### src/rtl/ea_pkg.sv
package ea_pkg;
   // bit 1: add scaled index, bit 0: add displacement
   typedef enum logic [1:0] {
      EA_REG_IND       = 2'd0,
      EA_BASE_DISP     = 2'd1,
      EA_BASE_IDX      = 2'd2,
      EA_BASE_IDX_DISP = 2'd3
   } ea_mode_e;
endpackage

### src/rtl/ea_index_scaler.sv
module ea_index_scaler #(
   parameter int AW              = 32,
   parameter int SW              = 2,
   parameter int USE_LOG_SHIFTER = 1
) (
   input  logic [AW-1:0] idx_in,
   input  logic [SW-1:0] shamt,
   output logic [AW-1:0] idx_out
);
   if (SW < 1 || SW > 5) begin : g_bad_sw
      $error("ea_index_scaler: SW out of range");
   end

   if (USE_LOG_SHIFTER != 0) begin : g_log
      logic [AW-1:0] stage [SW+1];
      assign stage[0] = idx_in;
      for (genvar k = 0; k < SW; k++) begin : g_stage
         assign stage[k+1] = shamt[k] ? (stage[k] << (1 << k)) : stage[k];
      end
      assign idx_out = stage[SW];
   end else begin : g_direct
      assign idx_out = idx_in << shamt;
   end
endmodule

### src/rtl/ea_disp_extend.sv
module ea_disp_extend #(
   parameter int AW  = 32,
   parameter int DW  = 32,
   parameter int SDW = 8
) (
   input  logic [DW-1:0] disp_in,
   input  logic          wide,
   output logic [AW-1:0] disp_out
);
   if (DW > AW) begin : g_bad_dw
      $error("ea_disp_extend: DW wider than AW");
   end
   if (SDW < 1 || SDW >= DW) begin : g_bad_sdw
      $error("ea_disp_extend: SDW must be below DW");
   end

   logic [AW-1:0] wide_ext;
   logic [AW-1:0] short_ext;

   if (DW == AW) begin : g_same
      assign wide_ext = disp_in;
   end else begin : g_grow
      assign wide_ext = {{(AW-DW){disp_in[DW-1]}}, disp_in};
   end
   assign short_ext = {{(AW-SDW){disp_in[SDW-1]}}, disp_in[SDW-1:0]};

   assign disp_out = wide ? wide_ext : short_ext;
endmodule

### src/rtl/ea_sum3.sv
module ea_sum3 #(
   parameter int AW = 32
) (
   input  logic [AW-1:0] op_a,
   input  logic [AW-1:0] op_b,
   input  logic [AW-1:0] op_c,
   output logic [AW-1:0] sum
);
   assign sum = op_a + op_b + op_c;
endmodule

### src/rtl/scaled_ea_unit.sv
module scaled_ea_unit
   import ea_pkg::*;
#(
   parameter int AW              = 32,
   parameter int DW              = 32,
   parameter int SDW             = 8,
   parameter int SW              = 2,
   parameter int USE_LOG_SHIFTER = 1
) (
   input  logic          clk,
   input  logic          rst_n,
   input  logic          req_valid,
   input  logic [1:0]    req_mode,
   input  logic [AW-1:0] base,
   input  logic [AW-1:0] index,
   input  logic [SW-1:0] scale,
   input  logic [DW-1:0] disp,
   input  logic          disp_wide,
   output logic          res_valid,
   output logic [AW-1:0] res_addr
);
   localparam logic [AW-1:0] ZERO = '0;

   ea_mode_e      mode;
   logic [AW-1:0] idx_scaled;
   logic [AW-1:0] disp_ext;
   logic [AW-1:0] idx_term;
   logic [AW-1:0] disp_term;
   logic [AW-1:0] ea_next;

   assign mode = ea_mode_e'(req_mode);

   ea_index_scaler #(
      .AW(AW), .SW(SW), .USE_LOG_SHIFTER(USE_LOG_SHIFTER)
   ) u_scaler (
      .idx_in (index),
      .shamt  (scale),
      .idx_out(idx_scaled)
   );

   ea_disp_extend #(
      .AW(AW), .DW(DW), .SDW(SDW)
   ) u_disp (
      .disp_in (disp),
      .wide    (disp_wide),
      .disp_out(disp_ext)
   );

   always_comb begin
      idx_term  = ZERO;
      disp_term = ZERO;
      unique case (mode)
         EA_REG_IND:       ;
         EA_BASE_DISP:     disp_term = disp_ext;
         EA_BASE_IDX:      idx_term  = idx_scaled;
         EA_BASE_IDX_DISP: begin
            idx_term  = idx_scaled;
            disp_term = disp_ext;
         end
         default:          ;
      endcase
   end

   ea_sum3 #(.AW(AW)) u_sum (
      .op_a(base),
      .op_b(idx_term),
      .op_c(disp_term),
      .sum (ea_next)
   );

   always_ff @(posedge clk or negedge rst_n) begin
      if (!rst_n) begin
         res_valid <= 1'b0;
         res_addr  <= ZERO;
      end else begin
         res_valid <= req_valid;
         if (req_valid) res_addr <= ea_next;
      end
   end
endmodule

### config.mk
export PLATFORM = sky130hd
export DESIGN_NAME = scaled_ea_unit
export DESIGN_NICKNAME = d
export VERILOG_FILES = /design/src/rtl/ea_pkg.sv /design/src/rtl/ea_index_scaler.sv /design/src/rtl/ea_disp_extend.sv /design/src/rtl/ea_sum3.sv /design/src/rtl/scaled_ea_unit.sv
export SDC_FILE = /design/constraint.sdc
export NUM_CORES = 1
export LEC_CHECK = 0
export BUFFER_PORTS_ARGS = -buffer_cell sky130_fd_sc_hd__buf_2
export CORE_ASPECT_RATIO = 1.25
export CORE_UTILIZATION = 58
export DETAILED_ROUTE_END_ITERATION = 10
export PLACE_DENSITY = 0.95
export REMOVE_ABC_BUFFERS = 1
export SLEW_MARGIN = 20
export SYNTH_ARGS = -nofsm -noshare
export SYNTH_HDL_FRONTEND = slang
export SYNTH_SLANG_ARGS = --single-unit
### constraint.sdc
create_clock -name clk -period 1.2 [get_ports clk]
set_clock_uncertainty 0.05 [all_clocks]
set_input_delay 0.12 -clock clk [delete_from_list [all_inputs] [get_ports clk]]
set_output_delay 0.12 -clock clk [all_outputs]
set_load 0.005 [all_outputs]
==> summary.log, run 1 <==
qor: floorplanning.floorplan.die.height 104.2 um
qor: floorplanning.io_pins 137
qor: outcome.flow.stopped_at 5_1_grt
qor: clocking.cts_max_level 2
qor: placed_design.place_congestion 0.9305
qor: global_routing.grt-ovfl-total 309
qor: placed_design.placement.setup.worst_slack -2.704 ns
qor: clocking.clk_root_buffer_cell clkbuf_8
qor: timing.timing.repair.worst_endpoint_type sequential cell input
qor: synth.synth_area_per_cell 9.582 um^2
qor: floorplanning.start_util 0.6116
qor: synth.ys_warn_count 0
qor: synth.synth.lib_cells_used.distinct 52
qor: outcome.outcome aborted with a tool error
qor: synth.syn-cell-area 4848 um^2
qor: synth.synthTopCellsByArea dfrtp_1, fa_1, mux4_2
qor: clocking.clock_sinks 33
qor: synth.netlist.top_cell.by_area dfrtp_1
qor: placed_design.place.port_buffers 136
qor: clocking.cts_inserted_buffers 5
qor: synth.yosys_most_used_dff dfrtp_1
qor: floorplanning.fp-row-count 36
qor: clocking.ctsLongestPathBuffers 2
qor: placed_design.dp.final_hpwl 12950 um
qor: global_routing.grt.total_usage 0.8949
qor: synth.synth.top_cell.area_share 0.1703
qor: synth.netlist_instances 506
qor: synth.async_s_r_ff_share_synth 1.000
qor: synth.synth_sequential_area_ratio 0.1703
qor: synth.synth_seq_cells 33
qor: outcome.toolErrorMsg [ERROR GRT-0232] Routing congestion too high. Check the congestion heatmap in the GUI.
qor: timing.worstEndpointGrtRepair res_addr[28]$_DFFE_PN0P_/D
qor: floorplanning.die_width 83.78 um
qor: synth.number_of_flops_mapped_to_enable_cells_by_yosys 0
qor: placed_design.place_inst 815
qor: global_routing.grt_start_max_net_pins 34
[repair_timing]
action / 4_1_cts
endpoints found under the setup margin: 31
pin swaps: 47
cloned: 1
gates resized for setup: 110
endpoints found under the hold margin: 33
hold buffers: 1
buffers inserted: 18
[through the flow]
stage                     area (um^2)    util
after floorplan                  4731       -
after detailed placement         6416  0.8093
after global placement           6416  0.8093
after CTS                        7224  0.9113
[Yosys cell counts (all sizes together) (2+ instances only)]
library cell	number
nor2	26
o211ai	4
inv	15
o21ai	25
nand2	54
a21oi	30
a21boi	24
xnor2	15
or3	6
ha	30
and2	31
nor3b	3
mux4	27
a31oi	4
clkbuf	24
nand4	9
o21a	3
o21bai	5
xor2	12
mux2i	4
dfrtp	33
a21o	13
buf	6
fa	32
a211oi	6
nand2b	3
a31o	2
nand3	12
nor3	3
nor2b	8
mux2	24
[routing by layer]
layer | GRT overflow | global-route usage
met3 | 2 | 0.7333
met4 | 118 | 1.024
met2 | 189 | 1.069
met5 | 0 | 0.1818
met1 | 0 | 0.8504
[cells by family after synthesis]
group,synth area share
xor gates and xnor gates,0.05187
AOI/OAI and AO/OA,0.1781
buffers and inverters,0.03587
muxes,0.1910
adders and majority gates,0.2095
and+or+nand+nor,0.1634
DFF,0.1703
==> run 2, diff against run 1 <==
CORE_ASPECT_RATIO = unset   (was 1.25)
CORE_UTILIZATION = 40   (was 58)
PLACE_DENSITY = unset   (was 0.95)
PLACE_DENSITY_LB_ADDON = 0.15   (was unset)
==> run 2 against run 1 <==
Net effect: the flow now finishes, with violations (design-rule violations, negative setup slack); synthesized area unchanged; synthesized cell count unchanged.
==> summary.log, run 2 <==
qor: detailed_routing.drcViolationCount 6
qor: detailed_routing.totalWireLength 14720 um
qor: synth.synthTopCellsByArea dfrtp_1, fa_1, mux4_2
qor: placed_design.place.port_buffers 136 [unchanged]
qor: synth.netlist_instances 506 [unchanged]
qor: power_and_ir_drop.power-per-cell-area 1257 nW/um^2
qor: synth.ys_top_cells_by_count nand2_1, dfrtp_1, fa_1
qor: timing.max-slew-margin-rel 0.7246
qor: clocking.cts_max_level 2 [unchanged]
qor: flow_run.maxCapViolations 0
qor: synth.async_s_r_ff_share_synth 1.000 [unchanged]
qor: timing.rsz0062_at_grt true
qor: clocking.clock_sinks 33 [unchanged]
qor: layout.nNetsFinal 938
qor: synth.syn-cell-area 4848 um^2 [unchanged]
qor: power_and_ir_drop.finalPower 9.962 mW
qor: floorplanning.start_util 0.4175 [-0.1941]
qor: synth.synth_area_per_cell 9.582 um^2 [unchanged]
qor: hold_path.hold_class in2reg
qor: outcome.failed_checks design-rule violations, negative setup slack
qor: floorplanning.io_pins 137 [unchanged]
qor: layout.post_route_core_utilization 0.6822
qor: detailed_routing.detailroute.via_count 4857
qor: power_and_ir_drop.seq_power_share 0.186
qor: layout.post_route_cells_drive_above_1_share 0.6093
qor: power_and_ir_drop.total_leakage_power 3.662 nW
qor: synth.synth_sequential_area_ratio 0.1703 [unchanged]
qor: power_and_ir_drop.fraction_of_power_consumed_by_combinational_cells 0.694
qor: detailed_routing.detail_route.iter0.violations 256
qor: synth.synth.lib_cells_used.distinct 52 [unchanged]
qor: detailed_routing.routed_wire_length_per_instance 16.07 um
qor: timing.report.final.slew_viol_count 0
qor: critical_path.timing_worst_setup_path_type in2reg
qor: power_and_ir_drop.switchingPower 3.727 mW
qor: critical_path.timing.critical_path.fanout_max 5
qor: detailed_routing.drt-pass1-iter-count 11
qor: clocking.ctsLongestPathBuffers 2 [unchanged]
qor: synth.yosys_most_used_dff dfrtp_1
qor: layout.largest_register res_addr
qor: timing.setup-violations-final 31
qor: clocking.clock_tree_from_tritoncts built
qor: layout.final_cell_mix buf_2, buf_4, nand2_1
qor: critical_path.crit_path_start_kind input pin
qor: global_routing.grt_pass1_wl 23270 um
qor: floorplanning.die_width 112.1 um [+34%]
qor: synth.number_of_flops_mapped_to_enable_cells_by_yosys 0 [unchanged]
qor: outcome.outcome finished with violations
qor: timing.upper_clock_frequency_limit 314.5 MHz
qor: placed_design.place_congestion 0.9172 [-1.4%]
qor: global_routing.initial_antenna_violation_count 0
qor: power_and_ir_drop.power.share.clock 0.120
qor: synth.synth.top_cell.area_share 0.1703 [unchanged]
qor: layout.antenna-diode-count 0
qor: floorplanning.core_region_area 11610 um^2
qor: power_and_ir_drop.switching_share 0.3741
qor: layout.reg.largest.list res_addr (32), res_valid (1)
qor: layout.largest_register_ffs 32
qor: timing.hold_viol 0
qor: layout.final_common_cell buf_2
qor: clocking.cts_inserted_buffers 5 [unchanged]
qor: floorplanning.die-area 12570 um^2
qor: power_and_ir_drop.cell_internal_pwr 6.235 mW
qor: critical_path.crit_required 1.31 ns
qor: floorplanning.fp-row-count 39 [+8.3%]
qor: power_and_ir_drop.power.ir.vdd_worst 566.3 uV
qor: clocking.clk_root_buffer_cell clkbuf_16
qor: critical_path.crit_arrival 3.29 ns
qor: timing.slew_at_the_pin_with_the_worst_max_slew_slack 0.4131 ns
qor: clocking.clk_pin_slew_worst_paths 0.05 ns
qor: global_routing.grt-ovfl-total 0
qor: timing.finalCritPeriodShare 2.650
qor: global_routing.grt_pass1_vias 4832
qor: timing.finalWorstSetupSlack -1.980 ns
qor: detailed_routing.detail-route-antenna-nets 0
qor: layout.area_growth 63.41%
qor: floorplanning.floorplan.die.height 112.1 um [+7.6%]
qor: synth.yosysMostFrequentCell nand2_1
qor: detailed_routing.post_drt_via_cell_ratio 5.302
qor: timing.final_critical_path_time_including_i_o_delays_and_setup 3.180 ns
qor: synth.synth_seq_cells 33 [unchanged]
qor: clocking.clock_insertion_delay_worst_skew 0.27 ns
qor: global_routing.grt_start_max_net_pins 34
qor: critical_path.rrSetupSlack 0.33 ns
qor: global_routing.grt.total_usage 0.2280
qor: placed_design.dp.final_hpwl 11350 um [-12%]
qor: synth.netlist.top_cell.by_area dfrtp_1
qor: synth.ys_warn_count 0 [unchanged]
qor: critical_path.crit_path_end_kind flip-flop
[run 2: worst max-delay path: stages]
cell and delay (ns):
buf_12 0.11, buf_4 0.11, mux4_2 0.49, and2_4 0.16
fa_1 0.57, ha_4 0.23, a21o_1 0.21, a21oi_2 0.16
nand2_2 0.11, buf_6 0.13, a2111oi_4 0.34, o21ai_1 0.13
xor2_1 0.16, mux2_4 0.26
[run 2: metrics by stage]
step	setup slack, ns	setup TNS, ns	std cells	hold WS [ns]	instance area (um^2)
after global placement	-2.485	-64.72	873	0.1143	6539
after floorplan	-1.979	-47.63	476	-0.2256	4731
after global routing	-2.131	-54.65	916	0.2076	7923
final	-1.980	-50.63	916	0.1985	7923
after CTS	-1.958	-50.37	905	0.1869	7477
after detailed placement	-2.531	-66.20	873	0.1182	6539
[run 2: logic make-up after synthesis]
kind of cell,count (synthesis),synth area share
fa+ha+maj,62,0.2095
flops,33,0.1703
xor+xnor,27,0.05187
compound gates,125,0.1781
mux,55,0.1910
buf+inv,45,0.03587
simple gates,159,0.1634
[run 2: layer usage]
layer	track usage	up-vias	share of wire
met1	0.3396	2319	0.50
met2	0.3569	153	0.45
li1	-	2361	-
met5	0	-	0
met3	0.01890	24	0.042
met4	0.06133	0	0.015
[run 2: repair_timing]
| item | CTS | global route |
|---|---|---|
| hold buffers | 1 | 0 |
| setup buffers | 21 | 11 |
| endpoints found under the hold margin | 33 | 0 |
| endpoints found under the setup margin | 31 | 32 |
| cloned | 2 | 1 |
| pin swaps | 80 | 66 |
| resized for setup | 112 | 74 |
[run 2: area by class of cell]
| cell class | instances | area [um^2] |
|---|---|---|
| tap | 143 | 178.9 |
| clock inverter | 2 | 10.01 |
| multi-input combinational | 428 | 4676 |
| fill | 860 | 3691 |
| inverter | 15 | 56.30 |
| timing repair buffer | 289 | 2047 |
| sequential | 33 | 825.8 |
| clock buffer | 6 | 128.9 |
[run 2: final timing paths]
| path | from | end | depth (start not counted) |
|---|---|---|---|
| worst max-delay path | scale[0] | res_addr[27]$_DFFE_PN0P_ | 14 |
| worst min-delay path | req_valid | res_addr[28]$_DFFE_PN0P_ | 2 |
| worst max register to register | res_addr[23]$_DFFE_PN0P_ | res_addr[23]$_DFFE_PN0P_ | 2 |
| worst min register to register | res_addr[16]$_DFFE_PN0P_ | res_addr[16]$_DFFE_PN0P_ | 1 |
| max in group asynchronous | rst_n | res_addr[2]$_DFFE_PN0P_ | 3 |
| min in group asynchronous | rst_n | res_addr[30]$_DFFE_PN0P_ | 3 |
[run 2: power by group through the flow]
stage / Sequential [mW] / Combinational [mW] / Clock (mW)
global route: 1.93 / 7.43 / 1.27
floorplan: 1.88 / 2.62 / 0
finish: 1.85 / 6.91 / 1.20
global placement: 1.84 / 4.99 / 0
CTS: 1.85 / 6.11 / 1.23
detailed placement: 1.86 / 5.09 / 0
(Power assumes the default switching activity.)
